--- config.mk ---
export PLATFORM = sky130hd
export DESIGN_NAME = asram_port
export DESIGN_NICKNAME = d
export VERILOG_FILES = /design/src/rtl/asram_pkg.sv /design/src/rtl/asram_wait_cnt.sv /design/src/rtl/asram_lane_ctl.sv /design/src/rtl/asram_port.sv
export SDC_FILE = /design/constraint.sdc
export NUM_CORES = 1
export LEC_CHECK = 0
export CAP_MARGIN = 10
export CORE_ASPECT_RATIO = 0.75
export CORE_MARGIN = 2
export CORE_UTILIZATION = 41
export CTS_CLUSTER_SIZE = 40
export DETAILED_ROUTE_END_ITERATION = 10
export PLACE_DENSITY = 0.74
export SLEW_MARGIN = 20
export SYNTH_ARGS = -nofsm -noshare
export SYNTH_HDL_FRONTEND = slang
export SYNTH_SLANG_ARGS = --single-unit
--- constraint.sdc ---
create_clock -name clk -period 1.8 [get_ports clk]
set_clock_uncertainty 0.15 [all_clocks]
set_input_delay 0.18 -clock clk [delete_from_list [all_inputs] [get_ports clk]]
set_output_delay 0.18 -clock clk [all_outputs]
set_load 0.01 [all_outputs]
--- src/rtl/asram_pkg.sv ---
package asram_pkg;

    typedef enum logic [2:0] {
        ST_IDLE,
        ST_TURN,
        ST_RD,
        ST_WR,
        ST_WEND
    } asram_st_e;

endpackage

--- src/rtl/asram_wait_cnt.sv ---
module asram_wait_cnt #(
    parameter int CNT_W = 2
) (
    input  logic             clk,
    input  logic             rst_n,
    input  logic             load,
    input  logic [CNT_W-1:0] load_val,
    output logic             last
);

    logic [CNT_W-1:0] cnt_d, cnt_q;

    always_comb begin
        cnt_d = cnt_q;
        if (load) begin
            cnt_d = load_val;
        end else if (cnt_q != '0) begin
            cnt_d = cnt_q - 1'b1;
        end
    end

    always_ff @(posedge clk or negedge rst_n) begin
        if (!rst_n) cnt_q <= '0;
        else        cnt_q <= cnt_d;
    end

    // the final cycle of a loaded window
    assign last = (cnt_q == CNT_W'(1));

endmodule

--- src/rtl/asram_lane_ctl.sv ---
module asram_lane_ctl #(
    parameter int LANES = 2
) (
    input  logic [LANES-1:0]   mask,
    input  logic [LANES*8-1:0] dq_in,
    output logic [LANES-1:0]   bs_n,
    output logic [LANES*8-1:0] rd_lanes
);

    for (genvar g = 0; g < LANES; g++) begin : g_lane
        assign bs_n[g]           = ~mask[g];
        assign rd_lanes[g*8 +: 8] = mask[g] ? dq_in[g*8 +: 8] : 8'h00;
    end

endmodule

--- src/rtl/asram_port.sv ---
module asram_port
    import asram_pkg::*;
#(
    parameter int ADDR_W = 17,
    parameter int DATA_W = 16,
    parameter int CLK_NS = 10,
    parameter int WE_NS  = 8,
    parameter int SU_NS  = 6,
    parameter int RD_NS  = 10
) (
    input  logic                clk,
    input  logic                rst_n,
    input  logic                req_valid,
    output logic                req_ready,
    input  logic                req_write,
    input  logic [ADDR_W-1:0]   req_addr,
    input  logic [DATA_W-1:0]   req_wdata,
    input  logic [DATA_W/8-1:0] req_mask,
    output logic                rsp_valid,
    output logic [DATA_W-1:0]   rsp_rdata,
    output logic                sram_ce_n,
    output logic                sram_oe_n,
    output logic                sram_we_n,
    output logic [DATA_W/8-1:0] sram_bs_n,
    output logic [ADDR_W-1:0]   sram_addr,
    output logic [DATA_W-1:0]   sram_dq_o,
    output logic                sram_dq_oe,
    input  logic [DATA_W-1:0]   sram_dq_i
);

    localparam int LANES  = DATA_W / 8;
    localparam int WE_RAW = (WE_NS + CLK_NS - 1) / CLK_NS;
    localparam int SU_RAW = (SU_NS + CLK_NS - 1) / CLK_NS;
    localparam int RD_RAW = (RD_NS + CLK_NS - 1) / CLK_NS;
    localparam int WE_C   = (WE_RAW < 1) ? 1 : WE_RAW;
    localparam int SU_C   = (SU_RAW < 1) ? 1 : SU_RAW;
    localparam int RD_C   = (RD_RAW < 1) ? 1 : RD_RAW;
    localparam int WR_C   = (WE_C > SU_C) ? WE_C : SU_C;
    localparam int MAX_C  = (WR_C > RD_C) ? WR_C : RD_C;
    localparam int CNT_W  = $clog2(MAX_C + 1);

    typedef struct packed {
        asram_st_e           st;
        logic                last_rd;
        logic                p_wr;
        logic [ADDR_W-1:0]   addr;
        logic [DATA_W-1:0]   wdata;
        logic [LANES-1:0]    mask;
        logic                ce_n;
        logic                oe_n;
        logic                we_n;
        logic [LANES-1:0]    bs_n;
        logic                dq_oe;
        logic [DATA_W-1:0]   rdata;
        logic                done;
    } port_regs_t;

    port_regs_t r_d, r_q;

    logic             accept;
    logic [LANES-1:0] mask_sel;
    logic [LANES-1:0] lane_bs_n;
    logic [DATA_W-1:0] rd_lanes;
    logic             cnt_load;
    logic [CNT_W-1:0] cnt_val;
    logic             cnt_last;

    assign req_ready = (r_q.st == ST_IDLE) || (r_q.st == ST_WEND);
    assign accept    = req_valid && req_ready;
    assign mask_sel  = accept ? req_mask : r_q.mask;

    asram_lane_ctl #(.LANES(LANES)) lane_i (
        .mask     (mask_sel),
        .dq_in    (sram_dq_i),
        .bs_n     (lane_bs_n),
        .rd_lanes (rd_lanes)
    );

    asram_wait_cnt #(.CNT_W(CNT_W)) wait_i (
        .clk      (clk),
        .rst_n    (rst_n),
        .load     (cnt_load),
        .load_val (cnt_val),
        .last     (cnt_last)
    );

    always_comb begin
        r_d      = r_q;
        r_d.done = 1'b0;
        cnt_load = 1'b0;
        cnt_val  = '0;

        unique case (r_q.st)
            ST_IDLE, ST_WEND: begin
                // default exit: release every control
                r_d.st    = ST_IDLE;
                r_d.ce_n  = 1'b1;
                r_d.oe_n  = 1'b1;
                r_d.we_n  = 1'b1;
                r_d.bs_n  = '1;
                r_d.dq_oe = 1'b0;
                if (accept) begin
                    r_d.p_wr  = req_write;
                    r_d.addr  = req_addr;
                    r_d.wdata = req_wdata;
                    r_d.mask  = req_mask;
                    if (req_write ? r_q.last_rd : (r_q.st == ST_WEND)) begin
                        r_d.st = ST_TURN;
                    end else if (req_write) begin
                        r_d.st      = ST_WR;
                        r_d.ce_n    = 1'b0;
                        r_d.we_n    = 1'b0;
                        r_d.bs_n    = lane_bs_n;
                        r_d.dq_oe   = 1'b1;
                        r_d.last_rd = 1'b0;
                        cnt_load    = 1'b1;
                        cnt_val     = CNT_W'(WR_C);
                    end else begin
                        r_d.st   = ST_RD;
                        r_d.ce_n = 1'b0;
                        r_d.oe_n = 1'b0;
                        r_d.bs_n = lane_bs_n;
                        cnt_load = 1'b1;
                        cnt_val  = CNT_W'(RD_C);
                    end
                end
            end
            ST_TURN: begin
                r_d.ce_n = 1'b0;
                r_d.bs_n = lane_bs_n;
                cnt_load = 1'b1;
                if (r_q.p_wr) begin
                    r_d.st      = ST_WR;
                    r_d.we_n    = 1'b0;
                    r_d.dq_oe   = 1'b1;
                    r_d.last_rd = 1'b0;
                    cnt_val     = CNT_W'(WR_C);
                end else begin
                    r_d.st   = ST_RD;
                    r_d.oe_n = 1'b0;
                    cnt_val  = CNT_W'(RD_C);
                end
            end
            ST_RD: begin
                if (cnt_last) begin
                    r_d.st      = ST_IDLE;
                    r_d.rdata   = rd_lanes;
                    r_d.done    = 1'b1;
                    r_d.last_rd = 1'b1;
                    r_d.ce_n    = 1'b1;
                    r_d.oe_n    = 1'b1;
                    r_d.bs_n    = '1;
                end
            end
            ST_WR: begin
                if (cnt_last) begin
                    // strobes rise first; enables and data held
                    r_d.st   = ST_WEND;
                    r_d.bs_n = '1;
                    r_d.done = 1'b1;
                end
            end
            default: begin
                r_d.st = ST_IDLE;
            end
        endcase
    end

    always_ff @(posedge clk or negedge rst_n) begin
        if (!rst_n) begin
            r_q         <= '0;
            r_q.st      <= ST_IDLE;
            r_q.ce_n    <= 1'b1;
            r_q.oe_n    <= 1'b1;
            r_q.we_n    <= 1'b1;
            r_q.bs_n    <= '1;
        end else begin
            r_q <= r_d;
        end
    end

    assign rsp_valid  = r_q.done;
    assign rsp_rdata  = r_q.rdata;
    assign sram_ce_n  = r_q.ce_n;
    assign sram_oe_n  = r_q.oe_n;
    assign sram_we_n  = r_q.we_n;
    assign sram_bs_n  = r_q.bs_n;
    assign sram_addr  = r_q.addr;
    assign sram_dq_o  = r_q.wdata;
    assign sram_dq_oe = r_q.dq_oe;

endmodule

==> flow_summary.toml, run 1 <==
[worst_setup_path]
worstSetupStartpointType = "flip-flop"
critPathTopFamily = "flip-flops"
cp.arrival_ns = 1.41
crit_chain = "clkdlybuf4s50_1"
cp_max_fo = 2
critPathSlowestCell = "dfstp_2"
worstPathRequired_ns = 1.47
path_buf_inv = 1
cp-end-kind = "output port"
r2r_setup_slack_ns = 0.12
crit_type = "reg2out"
slowest_delay_ns = 0.54

[cts]
clockBufferDepth = 2
cts-root-buf = "clkbuf_8"
tritoncts = "done"
cts_setup_buffers = 0
clkSlewWorstSetupHoldPaths_ns = 0.07
clock_latency_ns = 0.34
htree_levels = 3
clock-sinks = 64
cts-buffers-inserted = 9

[global_routing]
grtUsageTotal_pct = 16.4
antenna_found_initial = 0
grt_overflow = 0
use_met1_pct = 22.1
grt_pass1_wl_mm = 10.5
grtUsageMet2_pct = 24.8
grt_max_degree = 65
top_usage_layer = "met2"
grtUsageMet3_pct = 5.96
grt_pass1_vias = 2083

[logic_synthesis]
synth_nets = 316
ys_seq_area_share_pct = 51.7
syn_inst = 261
syn-cell-area_um2 = 3110
yosys_warnings = 0
avgSynthCellArea_um2 = 11.9
ys_types = 34
synth_seq_cells = 64

[drt]
drc = 0
finalWirelength_mm = 6.35
wl_per_cell_um = 14.4
first_pass_iters = 4
drt-initial-drc-count = 57
route.vias.total = 2037
viasPerCell = 4.61
final_antenna_net_count = 0

[timing]
finalSetupTns_ns = 0
maxSlewHeadroom_pct = 74.8
timing.final.crit_share_pct = 96.7
maxSlewViolCount = 0
setup_viol = 0
tightest_slew_ns = 0.376
rsz0062_at_grt = "false"
finalWorstPathRequiredPeriod_ns = 1.74
hold_violations = 0
max_clock_freq_ghz = 0.574

[cells_and_area]
mostFrequentLayoutCells = "clkdlybuf4s50_1 (107), dfrtp_1 (59), nand2_1 (41), mux2_4 (29), o21ai_0 (13)"
finalCoreUtilization_pct = 57.3
final_common_cell = "clkdlybuf4s50_1"
area_delta_synth_final_pct = 35.0
layout-drive-gt1-share_pct = 21.1
num_antenna_cells = 0
nNetsFinal = 391

[die]
die_h_um = 79.4
core_region_area_um2 = 7330
io_pins = 112
rows = 27
dieArea_um2 = 8300
start_util_pct = 42.4
die_w_um = 105

[placed_design]
hpwl_mm = 4.61
portBuffers = 111
gp_congestion = 0.831

[status]
status = "finished, final reports clean"

[flow_run]
max_cap_viol_count = 0

[power]
power_leakage_nw = 1.83
powerDensity_nw_per_um2 = 1690
irDropWorstVdd_uv = 729

[hold_path]
hold_path_class = "in2reg"
## state kept, by name, indices dropped and copies added (netlist names), 2 cells and up
| signal | cells |
|---|---|
| r_q | 7 |
| rsp_rdata | 16 |
| sram_addr | 17 |
| sram_bs_n | 2 |
| sram_dq_o | 16 |
## timing repair
item,4_1_cts,5_1_grt
hold buffers,1,0
gates cloned,0,0
endpoints found under the hold margin,64,0
endpoints found under the setup margin,1,2
gates resized for setup,1,2
## synthesized netlist by cell type
library cell / instances / share of area (%)
nor2_1: 3 / 0.36
buf_6: 6 / 2.2
o21ai_0: 13 / 2.1
a21o_1: 1 / 0.24
dfrtp_1: 59 / 47
inv_1: 7 / 0.85
mux2i_2: 1 / 0.44
nand3_1: 1 / 0.16
and2_4: 1 / 0.28
buf_2: 4 / 0.64
nor3b_1: 2 / 0.48
or3_1: 1 / 0.20
o22a_1: 1 / 0.28
o31a_1: 1 / 0.28
mux2_2: 5 / 1.8
mux2_4: 29 / 14
o21ai_1: 10 / 1.6
a22oi_1: 3 / 0.72
mux2i_4: 1 / 0.72
a31oi_1: 1 / 0.20
and3b_1: 1 / 0.28
and2_1: 2 / 0.40
nor2_4: 1 / 0.36
nand3b_1: 1 / 0.24
nor2b_1: 1 / 0.20
buf_4: 52 / 13
nand2_1: 41 / 4.9
dfstp_2: 5 / 4.2
a21oi_1: 2 / 0.32
a211oi_1: 1 / 0.24
nand2b_1: 1 / 0.20
mux2i_1: 1 / 0.32
a22o_1: 1 / 0.28
o2111a_1: 1 / 0.36
## where the power goes
part / internal (mW) / leakage [nW] / switching (mW) / total (mW)
Sequential: 2.14 / 0.774 / 0.409 / 2.55
Combinational: 2.06 / 0.959 / 1.29 / 3.34
Clock: 0.671 / 0.100 / 0.527 / 1.20
Total: 4.87 / 1.83 / 2.22 / 7.09
## path summary, 6_finish.rpt
check / start / end / depth (start not counted)
worst max-delay path: sram_ce_n / sram_ce_n / 1
worst min-delay path: sram_dq_i[14] / rsp_rdata[14] / 3
worst max register to register: r_q[60] / sram_dq_o[3] / 4
worst min register to register: rsp_rdata[4] / rsp_rdata[4] / 2
max in group asynchronous: rst_n / sram_we_n / 3
min in group asynchronous: rst_n / sram_dq_o[10] / 3
## routing by layer
layer	up-vias	share of wire, %
met5	-	0
met3	7	6.0
met1	989	48
met4	0	1.0
li1	963	-
met2	78	45
## logic make-up (layout without fill, tap and decap cells)
family | after synthesis | in the layout | synth area share, %
AOI/OAI and AO/OA | 35 | 35 | 6.64
buffers and inverters | 69 | 149 | 16.2
DFF | 64 | 64 | 51.7
muxes | 37 | 37 | 17.3
and+or+nand+nor | 56 | 56 | 8.13
## stage by stage
| step | setup WS (ns) | instance area, um^2 | std cells | power [mW] | hold WS (ns) |
|---|---|---|---|---|---|
| finish | 0.0592 | 4200 | 442 | 7.09 | 0.232 |
| global route | 0.00549 | 4200 | 442 | 7.54 | 0.221 |
| CTS | 0.000517 | 4190 | 442 | 7.20 | 0.213 |
| detailed placement | 0.00382 | 3990 | 425 | 5.96 | 0.0728 |
| global placement | 0.0350 | 3990 | 425 | 5.86 | 0.0713 |
| floorplan | 0.0942 | 3110 | 261 | 4.97 | -0.266 |
## final cells by class
class / count / area [um^2]
clock inverters: 4 / 45.0
fillers: 635 / 3130
multi-input cells: 128 / 997
repair buffers: 126 / 1250
inverters: 7 / 26.3
well taps: 101 / 126
clock buffers: 12 / 145
flip-flops and latches: 64 / 1610
Note: power is estimated with default switching activity, not from simulation.
==> inputs of run 2 (changes only) <==
- ABC_CLOCK_PERIOD_IN_PS: unset -> 1800
- PLACE_DENSITY: 0.74 -> 0.82
==> run 2 against run 1 <==
  * Critical path depth unchanged
  * Largest cell class unchanged
  * Clock-buffer cell count fell by 2
  * Sequential power barely moved
  * Register-to-register slack improved by 0.05 ns
==> flow_summary.toml, run 2 (synthesized netlist as in run 1, its figures left out) <==
[status]
status = "finished, final reports clean"

[global_routing]
antenna_found_initial = 0
grtUsageTotal_pct = 15.4
grt_pass1_vias = 1976
grt_overflow = 0
grt_max_degree = 65
grt_pass1_wl_mm = 9.79

[power]
power_leakage_nw = 1.82
p_comb_share_pct = 47.7
p_sw_share_pct = 31.4
powerDensity_nw_per_um2 = 1680
p_seq_share_pct = 35.8
irDropWorstVdd_uv = 845
switchingPower_mw = 2.22
power.internal_mw = 4.85
p_total_mw = 7.08
pwr-share-clk_pct = 16.4

[die]
core_region_area_um2 = 7330
die_h_um = 79.4
io_pins = 112
start_util_pct = 42.4
die_w_um = 105
dieArea_um2 = 8300
rows = 27

[worst_setup_path]
worstPathRequired_ns = 1.47
cp-end-kind = "output port"
worstSetupStartpointType = "flip-flop"
critPathSlowestCell = "dfstp_2"
cp_max_fo = 3
cp.arrival_ns = 1.42
crit_type = "reg2out"
critPathTopFamily = "flip-flops"
slowest_delay_ns = 0.55
path_buf_inv = 1
crit_chain = "clkdlybuf4s50_1"

[cts]
cts_setup_buffers = 0
tritoncts = "done"
clock_latency_ns = 0.34
cts-buffers-inserted = 9
clkSlewWorstSetupHoldPaths_ns = 0.07
htree_levels = 3
clock-sinks = 64
clockBufferDepth = 2
cts-root-buf = "clkbuf_8"

[drt]
route.vias.total = 1990
final_antenna_net_count = 0
wl_per_cell_um = 14.0
viasPerCell = 4.51
finalWirelength_mm = 6.17
drc = 0
drt-initial-drc-count = 63
first_pass_iters = 4

[timing]
hold_violations = 0
rsz0062_at_grt = "false"
maxSlewHeadroom_pct = 77.2
finalWorstPathRequiredPeriod_ns = 1.75
tightest_slew_ns = 0.334
timing.final.crit_share_pct = 97.5
maxSlewViolCount = 0
max_clock_freq_ghz = 0.570
setup_viol = 0
setup_slack_ns = 0.0459
finalSetupTns_ns = 0

[hold_path]
hold_path_class = "in2async"

[cells_and_area]
layout-drive-gt1-share_pct = 21.2
regArea_um2 = 1610
num_antenna_cells = 0
final_common_cell = "clkdlybuf4s50_1"
multiInputGateArea_um2 = 997
finalCoreUtilization_pct = 57.4
area_delta_synth_final_pct = 35.4
largest_reg_flops = 17
nNetsFinal = 390
final_cell_area_um2 = 4210
mostFrequentLayoutCells = "clkdlybuf4s50_1 (108), dfrtp_1 (59), nand2_1 (41), mux2_4 (29), o21ai_0 (13)"
fillers = 612

[flow_run]
max_cap_viol_count = 0

[placed_design]
gp_congestion = 0.826
portBuffers = 111
preCtsSetupSlack_ns = 0.0437
hpwl_mm = 4.45
placed_area_um2 = 4010
## run 2: changes by cell type in the layout (fill, tap and decap cells not counted)
| cell | delta |
|---|---|
| clkbuf_8 | -1 |
| clkbuf_1 | -1 |
| clkdlybuf4s50_1 | +1 |
| buf_4 | -3 |
| clkinvlp_4 | +2 |
| dlymetal6s2s_1 | -1 |
| buf_12 | +2 |
## run 2: layer usage
metal / GRT usage, % / part of all wire (%) / vias up
li1: - / - / 962
met1: 19.8 / 46 / 953
met2: 24.3 / 47 / 69
met3: 6.45 / 6.7 / 6
met4: 3.65 / 0.75 / 0
met5: 0 / 0 / -
## run 2: final cells by class
class                           count  area share (%)
Multi-Input combinational cell    128            23.7
Clock buffer                       10            3.03
Timing Repair Buffer              125            30.0
Tap cell                          101            3.00
Clock inverter                      6            1.43
Inverter                            7           0.624
Sequential cell                    64            38.2
## run 2: power groups by stage
stage | Sequential [mW] | Combinational [mW] | Clock, mW
after CTS | 2.54 | 3.43 | 1.21
after global routing | 2.61 | 3.61 | 1.28
after detailed placement | 2.56 | 3.42 | 0
after floorplan | 2.47 | 2.50 | 0
final | 2.54 | 3.38 | 1.16
after global placement | 2.53 | 3.35 | 0
## run 2: timing repair
item,CTS,global route
pin swaps,0,0
hold buffers,1,0
endpoints found under the setup margin,1,1
resized for setup,1,1
endpoints found under the hold margin,64,0
## run 2: worst paths after layout
path,end,start,slack (ns),depth (start not counted)
worst max-delay path,sram_bs_n[1],sram_bs_n[1],0.05,1
worst min-delay path,sram_addr[4],rst_n,0.23,3
worst max register to register,sram_addr[3],r_q[60],0.17,4
worst min register to register,rsp_rdata[15],rsp_rdata[15],0.34,2
max in group asynchronous,sram_bs_n[1],rst_n,0.93,3
min in group clk,rsp_rdata[12],sram_dq_i[12],0.24,3
## run 2: stage by stage
step | hold WS, ns | cells
6_report | 0.234 | 441
5_1_grt | 0.222 | 441
4_1_cts | 0.217 | 441
3_5_place_dp | 0.0738 | 424
3_3_place_gp | 0.0650 | 424
2_1_floorplan | -0.266 | 261
==> inputs of run 3 (changes only) <==
- ABC_CLOCK_PERIOD_IN_PS: 1800 -> 1550
- clock period: 1.8 -> 1.55 ns (I/O delays scaled with it)
==> run 3 against run 2 <==
  * The flow now finishes with violations (setup timing)
  * Flip-flop and latch count did not move
  * Worst setup slack got worse by 0.085 ns
  * Clock-buffer cell count rose by 3
  * Cell count rose by 4.1%
  * Sequential power rose by 16%
  * Critical endpoint is now sram_addr[16]
==> flow_summary.toml, run 3 (synthesized netlist as in run 1, its figures left out) <==
[drt]
finalWirelength_mm = 7.01
route.vias.total = 2140
drc = 0
final_antenna_net_count = 0
wl_met3_um = 550
wl_met2_mm = 3.25
wl_per_cell_um = 15.3
drt-initial-drc-count = 78
first_pass_iters = 4
viasPerCell = 4.66
met1_length_mm = 3.21
top_layer_used = "met4"

[placed_design]
portBuffers = 111
hpwl_mm = 4.63
dp.cells = 429
preCtsSetupSlack_ns = -0.167
gp_congestion = 0.778

[cells_and_area]
nNetsFinal = 408
finalCoreUtilization_pct = 61.6
area_delta_synth_final_pct = 45.2
final_common_cell = "dfrtp_1"
fillers = 622
layout-drive-gt1-share_pct = 27.1
largest_reg_flops = 17
mostFrequentLayoutCells = "dfrtp_1 (59), clkdlybuf4s50_1 (54), nand2_1 (40), dlygate4sd2_1 (35), mux2_4 (33)"
instances_no_fill = 459
num_antenna_cells = 0

[worst_setup_path]
r2r_setup_slack_ns = -0.04
critPathTopFamily = "flip-flops"
cp.depth = 5
r2r_end = "sram_addr[16]"
cp_max_fo = 5
slowest_delay_ns = 0.42
critPathSlowestCell = "dfrtp_1"
crit_chain = "nor2_4 > and2_4 > buf_6 > clkbuf_16 > mux2_4"
endpoint = "sram_addr[16]"
worstPathRequired_ns = 1.61
critPathLaunch = "r_q[60]"
reg2reg_from = "r_q[60]"
worstSetupStartpointType = "flip-flop"
cp.arrival_ns = 1.65
crit_type = "reg2reg"
rr_worst_depth = 5
cp-end-kind = "flip-flop"
path_buf_inv = 2

[cts]
htree_levels = 3
tritoncts = "done"
cts-buffers-inserted = 9
clock-sinks = 64
clock_latency_ns = 0.33
clockBufferDepth = 2
cts-root-buf = "clkbuf_8"
clkSlewWorstSetupHoldPaths_ns = 0.07

[timing]
hold_violations = 0
tightest_slew_ns = 0.340
hold-worst-slack_ns = 0.217
finalSetupTns_ns = -0.568
maxSlewHeadroom_pct = 77.4
finalWorstPathRequiredPeriod_ns = 1.59
setup_slack_ns = -0.0396
setup_viol = 33
maxSlewViolCount = 0
max_clock_freq_ghz = 0.629
timing.final.crit_share_pct = 103
rsz0062_at_grt = "true"

[flow_run]
max_cap_viol_count = 0

[hold_path]
min_from = "sram_dq_i[10]"
hold_path_class = "in2reg"

[die]
start_util_pct = 42.4
core_region_area_um2 = 7330
rows = 27
die_w_um = 105
dieArea_um2 = 8300
die_h_um = 79.4
io_pins = 112

[global_routing]
grt_overflow = 0
grtUsageTotal_pct = 15.8
grt_pass1_vias = 2029
grt_max_degree = 65
grt_pass1_wl_mm = 10.2
antenna_found_initial = 0

[power]
powerDensity_nw_per_um2 = 1900
irDropWorstVdd_uv = 839
power_leakage_nw = 2.28

[status]
violations = "setup timing"
status = "complete, but fails checks"
## run 3: changes by cell type in the layout (fill, tap and decap cells not counted), sizes merged
cell,previous run,this run
clkbuf,10,17
dlygate4sd2,1,35
clkinvlp,2,0
dlymetal6s2s,1,20
buf,14,29
clkdlybuf4s50,108,54
clkinv,3,2
## run 3: how the worst min path moves through the flow
stage | to | slack, ns | cells after the start
after CTS | rsp_rdata[10] | 0.20 | 3
after global placement | sram_addr[10] | 0.04 | 2
after floorplan | r_q[23] | -0.29 | 0
final | rsp_rdata[10] | 0.22 | 3
after detailed placement | sram_dq_o[15] | 0.06 | 2
after global routing | rsp_rdata[10] | 0.20 | 3
## run 3: power by group
group | internal, mW | switching (mW) | total (mW)
Combinational | 2.49 | 1.67 | 4.16
Sequential | 2.48 | 0.453 | 2.94
Clock | 0.871 | 0.612 | 1.48
## run 3: what timing repair did
action,CTS,global route
hold endpoints to repair,64,0
hold buffers,1,0
setup buffers,3,4
pin swaps,1,4
cloned,0,6
gates resized for setup,49,33
setup endpoints to repair,84,73
## run 3: final cells by class
type | count | area (um^2) | share of cell area, %
clock inverters | 3 | 40.0 | 0.887
flip-flops and latches | 64 | 1610 | 35.6
inverters | 7 | 26.3 | 0.582
multi-input cells | 128 | 1040 | 23.1
repair buffers | 143 | 1500 | 33.3
well taps | 101 | 126 | 2.80
clock buffers | 13 | 169 | 3.74
## run 3: per-stage QoR
| step | power, mW | instance area [um^2] |
|---|---|---|
| after floorplan | 5.80 | 3120 |
| after global placement | 6.95 | 4060 |
| after detailed placement | 7.06 | 4060 |
| after CTS | 8.38 | 4280 |
| after global routing | 9.11 | 4520 |
| final | 8.58 | 4520 |
## run 3: layer usage
metal	global-route usage (%)	up-vias
li1	-	1001
met1	20.3	1047
met2	25.0	90
met3	7.35	2
met4	2.03	0
met5	0	-
## run 3: tightest hold or removal path, delay by kind of cell
family	cells	cell delay, ns
buffers and inverters	1	0.39
AND/OR/NAND/NOR	1	0.05
AO/OA/AOI/OAI	1	0.06
